## src/rtl/fdiv_pkg.sv

```systemverilog
`timescale 1ns/1ps
package fdiv_pkg;
    typedef enum logic [1:0] {
        ST_IDLE,
        ST_CLASSIFY,
        ST_ITER,
        ST_DONE
    } fdiv_state_e;
endpackage

```

## src/rtl/fdiv_pow2.sv

```systemverilog
`timescale 1ns/1ps
module fdiv_pow2 #(
    parameter int W = 16,
    localparam int SW = $clog2(W)
) (
    input  logic [W-1:0]  m,
    output logic          is_pow2,
    output logic [SW-1:0] shamt,
    output logic [W-1:0]  low_mask
);
    assign low_mask = m - W'(1);
    assign is_pow2  = (m != '0) && ((m & low_mask) == '0);

    always_comb begin
        shamt = '0;
        for (int i = 0; i < W; i++) begin
            if (m[i]) shamt = SW'(i);
        end
    end
endmodule

```

## src/rtl/fdiv_nr_step.sv

```systemverilog
`timescale 1ns/1ps
module fdiv_nr_step #(
    parameter int W = 16
) (
    input  logic [W:0]   a,
    input  logic [W-1:0] q,
    input  logic [W-1:0] m,
    output logic [W:0]   a_nxt,
    output logic [W-1:0] q_nxt
);
    logic [W:0] shifted;
    logic [W:0] mx;

    assign mx      = {1'b0, m};
    assign shifted = {a[W-1:0], q[W-1]};
    assign a_nxt   = a[W] ? (shifted + mx) : (shifted - mx);
    assign q_nxt   = {q[W-2:0], ~a_nxt[W]};
endmodule

```

## src/rtl/fastdiv_unit.sv

```systemverilog
`timescale 1ns/1ps
module fastdiv_unit
    import fdiv_pkg::*;
#(
    parameter int W = 16,
    localparam int CW = $clog2(W + 4) + 1
) (
    input  logic          clk,
    input  logic          rst_n,
    input  logic          start,
    input  logic [W-1:0]  dividend,
    input  logic [W-1:0]  divisor,
    output logic          busy,
    output logic          done,
    output logic [W-1:0]  quotient,
    output logic [W-1:0]  remainder,
    output logic          div_by_zero,
    output logic [CW-1:0] cycles
);
    localparam int SW = $clog2(W);
    localparam int NW = $clog2(W + 1);

    fdiv_state_e state, nstate;

    logic [W-1:0]  d_r, m_r;
    logic [W:0]    a_r;
    logic [W-1:0]  q_r;
    logic [NW-1:0] n_r;
    logic [CW-1:0] cnt_r;
    logic [W-1:0]  q_out, r_out;
    logic          dbz_r;
    logic [CW-1:0] cyc_r;

    logic          is_pow2;
    logic [SW-1:0] shamt;
    logic [W-1:0]  low_mask;
    logic [W:0]    a_nxt;
    logic [W-1:0]  q_nxt;
    logic [W:0]    a_fix;
    logic [W-1:0]  pend_mask;
    logic          early;

    fdiv_pow2 #(.W(W)) u_pow2 (
        .m(m_r), .is_pow2(is_pow2), .shamt(shamt), .low_mask(low_mask)
    );

    fdiv_nr_step #(.W(W)) u_step (
        .a(a_r), .q(q_r), .m(m_r), .a_nxt(a_nxt), .q_nxt(q_nxt)
    );

    assign a_fix     = a_r + {1'b0, m_r};
    assign pend_mask = ~({W{1'b1}} >> n_r);
    assign early     = (a_r == '0) && ((q_r & pend_mask) == '0);

    // state register
    always_ff @(posedge clk or negedge rst_n) begin
        if (!rst_n) state <= ST_IDLE;
        else        state <= nstate;
    end

    always_comb begin
        nstate = state;
        unique case (state)
            ST_IDLE:     if (start) nstate = ST_CLASSIFY;
            ST_CLASSIFY: nstate = ((m_r == '0) || is_pow2) ? ST_DONE : ST_ITER;
            ST_ITER:     if ((n_r == '0) || early) nstate = ST_DONE;
            ST_DONE:     nstate = ST_IDLE;
            default:     nstate = ST_IDLE;
        endcase
    end

    // datapath and result registers
    always_ff @(posedge clk or negedge rst_n) begin
        if (!rst_n) begin
            d_r   <= '0;
            m_r   <= '0;
            a_r   <= '0;
            q_r   <= '0;
            n_r   <= '0;
            cnt_r <= '0;
            q_out <= '0;
            r_out <= '0;
            dbz_r <= 1'b0;
            cyc_r <= '0;
        end else begin
            unique case (state)
                ST_IDLE: begin
                    if (start) begin
                        d_r   <= dividend;
                        m_r   <= divisor;
                        cnt_r <= CW'(1);
                        dbz_r <= 1'b0;
                    end
                end
                ST_CLASSIFY: begin
                    cnt_r <= cnt_r + CW'(1);
                    if (m_r == '0) begin
                        q_out <= '1;
                        r_out <= d_r;
                        dbz_r <= 1'b1;
                        cyc_r <= cnt_r + CW'(1);
                    end else if (is_pow2) begin
                        q_out <= d_r >> shamt;
                        r_out <= d_r & low_mask;
                        cyc_r <= cnt_r + CW'(1);
                    end else begin
                        a_r <= '0;
                        q_r <= d_r;
                        n_r <= NW'(W);
                    end
                end
                ST_ITER: begin
                    cnt_r <= cnt_r + CW'(1);
                    if (n_r == '0) begin
                        q_out <= q_r;
                        r_out <= a_r[W] ? a_fix[W-1:0] : a_r[W-1:0];
                        cyc_r <= cnt_r + CW'(1);
                    end else if (early) begin
                        q_out <= q_r << n_r;
                        r_out <= '0;
                        cyc_r <= cnt_r + CW'(1);
                    end else begin
                        a_r <= a_nxt;
                        q_r <= q_nxt;
                        n_r <= n_r - NW'(1);
                    end
                end
                ST_DONE: ;
                default: ;
            endcase
        end
    end

    // outputs
    always_comb begin
        busy        = (state == ST_CLASSIFY) || (state == ST_ITER);
        done        = (state == ST_DONE);
        quotient    = q_out;
        remainder   = r_out;
        div_by_zero = dbz_r;
        cycles      = cyc_r;
    end


    result_identity_chk: assert property (@(posedge clk) disable iff (!rst_n)
        (done && !div_by_zero) |->
            (({{W{1'b0}}, quotient} * {{W{1'b0}}, m_r}) + {{W{1'b0}}, remainder}
             == {{W{1'b0}}, d_r}));


    rem_bound_chk: assert property (@(posedge clk) disable iff (!rst_n)
        (done && !div_by_zero) |-> (remainder < m_r));


    done_pulse_chk: assert property (@(posedge clk) disable iff (!rst_n)
        done |=> !done);


    busy_end_chk: assert property (@(posedge clk) disable iff (!rst_n)
        $fell(busy) |-> done);


    results_hold_chk: assert property (@(posedge clk) disable iff (!rst_n)
        (state == ST_IDLE && !start) |=> ($stable(quotient) && $stable(cycles)));


    cycle_bound_chk: assert property (@(posedge clk) disable iff (!rst_n)
        done |-> ((cycles >= CW'(2)) && (cycles <= CW'(W + 3))));


    dbz_result_chk: assert property (@(posedge clk) disable iff (!rst_n)
        (done && div_by_zero) |-> (m_r == '0 && cycles == CW'(2)));
endmodule

```

## config.mk

```make
export PLATFORM = sky130hd
export DESIGN_NAME = fastdiv_unit
export DESIGN_NICKNAME = d
export VERILOG_FILES = /design/src/rtl/fdiv_pkg.sv /design/src/rtl/fdiv_pow2.sv /design/src/rtl/fdiv_nr_step.sv /design/src/rtl/fastdiv_unit.sv
export SDC_FILE = /design/constraint.sdc
export NUM_CORES = 1
export LEC_CHECK = 0
export BUFFER_PORTS_ARGS = -buffer_cell sky130_fd_sc_hd__buf_2
export CAP_MARGIN = 20
export CORE_UTILIZATION = 56
export DETAILED_ROUTE_END_ITERATION = 10
export PLACE_DENSITY = 0.76
export SYNTH_ARGS = -nofsm -noshare
export SYNTH_HDL_FRONTEND = slang
export SYNTH_SLANG_ARGS = --single-unit
```

## constraint.sdc

```tcl
create_clock -name clk -period 5.4 [get_ports clk]
set_input_delay 0.54 -clock clk [delete_from_list [all_inputs] [get_ports clk]]
set_output_delay 0.54 -clock clk [all_outputs]
set_load 0.03 [all_outputs]
```

==> summary.md <==
| Metric | Value |
|---|---|
| Status | `complete, but fails checks` |
| Failing checks | `DRC` |
| CP Launch Point | `m_r[2]$_DFFE_PN0P_` |
| Yosys cell types | `70` |
| Port bufs | `75` |
| Total Routing Usage GR | `0.341` |
| DR iter-0 viols | `roughly 1100` |
| Type of element launching the critical path | `flip-flop` |
| DRT Wirelength | `26700 µm` |
| Area delta synth->final | `13.1%` |
| Vias in the first global route | `7671` |
| Yosys top cell by area | `dfrtp_1` |
| Largest net degree at the start of global routing | `74` |
| Max Slew Vio Count | `0` |
| Hold crit path type | `in2async` |
| # setup viols final | `0` |
| CP Class | `reg2reg` |
| Row cnt | `45` |
| Final Hold Vio Count | `0` |
| Mapped cell area | `0.00883 mm²` |
| Arr. time, crit path | `4.94 ns` |
| Layout cells sized above 1 | `0.181` |
| Grt total ovfl | `0` |
| Maximum clock frequency | `216 MHz` |
| Place WS | `~0.83 ns` |
| Core Area | `0.0153 mm²` |
| Skew final | `0.00910 ns` |
| Setup slack after layout | `0.765 ns` |
| Min cycle time layout | `between 4 and 5 ns` |
| Syn_nets | `1095` |
| Post-route clock period utilization | `0.858` |
| Worst-path maximum fanout | `16` |
| Syn avg cell area | `8.82 µm²` |
| Post-synth top flop | `dfrtp_1` |
| Initial antenna violation count | `0` |
| CTS clock-pin slew for the worst setup and hold paths | `0.05 ns` |
| Crit. End Element | `flip-flop` |
| Drt via density | `roughly 6.5` |
| Synth top cells by count | `117 x dfrtp_1, 99 x nand2_1, 91 x nor2_1` |
| Cell family with most CP delay | `simple AND/OR/NAND/NOR gates` |
| Wirelength per Cell | `approximately 21 µm` |
| RSZ-0062 raised after global routing | `no` |
| Vias post-DR | `8312` |
| #FFs+latches synth | `around 120` |
| Worst-Skew Late Latency | `0.43 ns` |
| H-Tree Depth | `4` |
| Post-CTS sizing | `0` |
| Die W | `128 µm` |
| Initial Utilization | `0.577` |
| CP max-delay cell | `or4b_4` |
| Ys async rst share | `1.00` |
| Register-to-Register Setup Slack | `0.76 ns` |
| Most numerous cell in the Yosys netlist | `dfrtp_1` |
| Reg2reg end | `q_r[6]$_DFFE_PN0P_` |
| DRC Markers | `1` |
| Crit path to | `q_r[6]$_DFFE_PN0P_` |
| GPL Wtd Cong | `slightly below 1` |
| Crit path cell chain | `or3_4 > or3_4 > or3_4 > or4b_4 > or3_4 > or3_4 > ha_1 > nor3_1 > nand4_1 > nand3_2 > a21boi_1 > buf_4 > mux2_1 > a222oi_1 > inv_1` |
| R2R Path Start | `m_r[2]$_DFFE_PN0P_` |
| TNS Setup | `0 ns` |
| CTS tree | `done` |
| Die Area | `~0.016 mm²` |
| Total CTS buffers | `17` |
| Final net count | `1149` |
| Post-CTS Hold Buffers | `0` |
| Final Core Density | `0.652` |
| Synth Instances | `1002` |
| Largest stage delay, worst path | `0.51 ns` |
| Clk buf depth | `2` |
| First-pass GRT wire length | `42400 µm` |
| Max-Cap Viols | `0` |
| Top cells by area, synth | `dfrtp_1 33%, ha_1 7.9%, mux2_2 6.9%, mux2i_1 5.3%, a21oi_1 4.5%` |
| Detail Route Antenna Nets | `0` |
| Max-slew headroom | `0.328` |
| IO Pins | `76` |
| Area share of the largest cell type after synthesis | `0.331` |
| Cell mode on critical path | `or3_4` |
| Root Driver | `clkbuf_16` |
| Pre-antenna DRT Iters | `11` |
| Die height | `128 µm` |
| WP data required | `5.70 ns` |
| EDFF count, synth | `0` |
| Seq/Total Area, Yosys | `0.331` |
| Least-Margin Pin Slew | `0.998 ns` |
| Stages on the worst setup path | `15` |
| N_diodes | `0` |
| Final HPWL DP | `19500 µm` |
| Post-CTS Setup Repair Bufs | `0` |
| R2R cell count | `15` |
| Clock Sink Count | `117` |
| Buffer and inverter count on the worst path | `2` |
| Warnings, synthesis | `0` |
cells by family after synthesis:
kind of cell	after synthesis	synth area share
buffers and inverters	98	0.0426
AND/OR/NAND/NOR	297	0.156
AO/OA/AOI/OAI	281	0.210
flip-flops	117	0.331
multiplexers	107	0.131
adder cells (fa/ha/maj)	59	0.0850
XOR/XNOR	43	0.0435
layout make-up:
type	instances	area, µm²
multi-input combinational	787	5540
fill	1277	5330
sequential	117	2930
timing repair buffer	93	513
clock buffer	19	433
tap	211	264
clock inverter	13	159
inverter	40	150
registers in the layout, indices dropped and copies added (netlist names):
| register | count |
|---|---|
| div_by_zero | 1 |
| quotient | 16 |
| state | 2 |
| m_r | 16 |
| a_r | 17 |
| d_r | 16 |
| remainder | 16 |
| cnt_r | 6 |
| n_r | 5 |
| cycles | 6 |
| q_r | 16 |
stage by stage:
stage	hold WS, ns	instances	area (µm²)
finish	0.229	1280	9990
global route	0.319	1280	9990
CTS	0.276	1280	9990
detailed placement	0.476	1248	9400
global placement	0.477	1248	9400
floorplan	0.244	1002	8830
layout by cell type (no fill, tap or decap), types with 25 or more instances in the layout:
cell       n
a21oi_1   80
buf_2     74
dfrtp_1  117
ha_1      56
inv_1     37
mux2_2    54
mux2i_1   47
nand2_1   99
nor2_1    91
nor3_1    25
o21ai_0   47
worst min path at each step:
stage                                  startpoint                       to  slack, ns  cells past startpoint
after floorplan                             rst_n       a_r[0]$_DFFE_PN0P_       0.24                      0
after global placement    quotient[2]$_DFFE_PN0P_  quotient[2]$_DFFE_PN0P_       0.48                      1
after detailed placement    cycles[1]$_DFFE_PN0P_    cycles[1]$_DFFE_PN0P_       0.48                      1
after CTS                                   rst_n      m_r[10]$_DFFE_PN0P_       0.28                      1
after global routing                        rst_n      m_r[10]$_DFFE_PN0P_       0.32                      1
final                                       rst_n      m_r[10]$_DFFE_PN0P_       0.23                      1
metal layers:
metal	GRT usage	vias to the layer above	wire length, µm
met5	0	-	0
met4	0.117	0	677
met3	0.0905	65	2970
met2	0.499	479	11400
met1	0.488	3953	11600
li1	-	3815	-
Power is not shown: default switching activity piles up to over one toggle a cycle in this logic, so the estimate is an artifact.
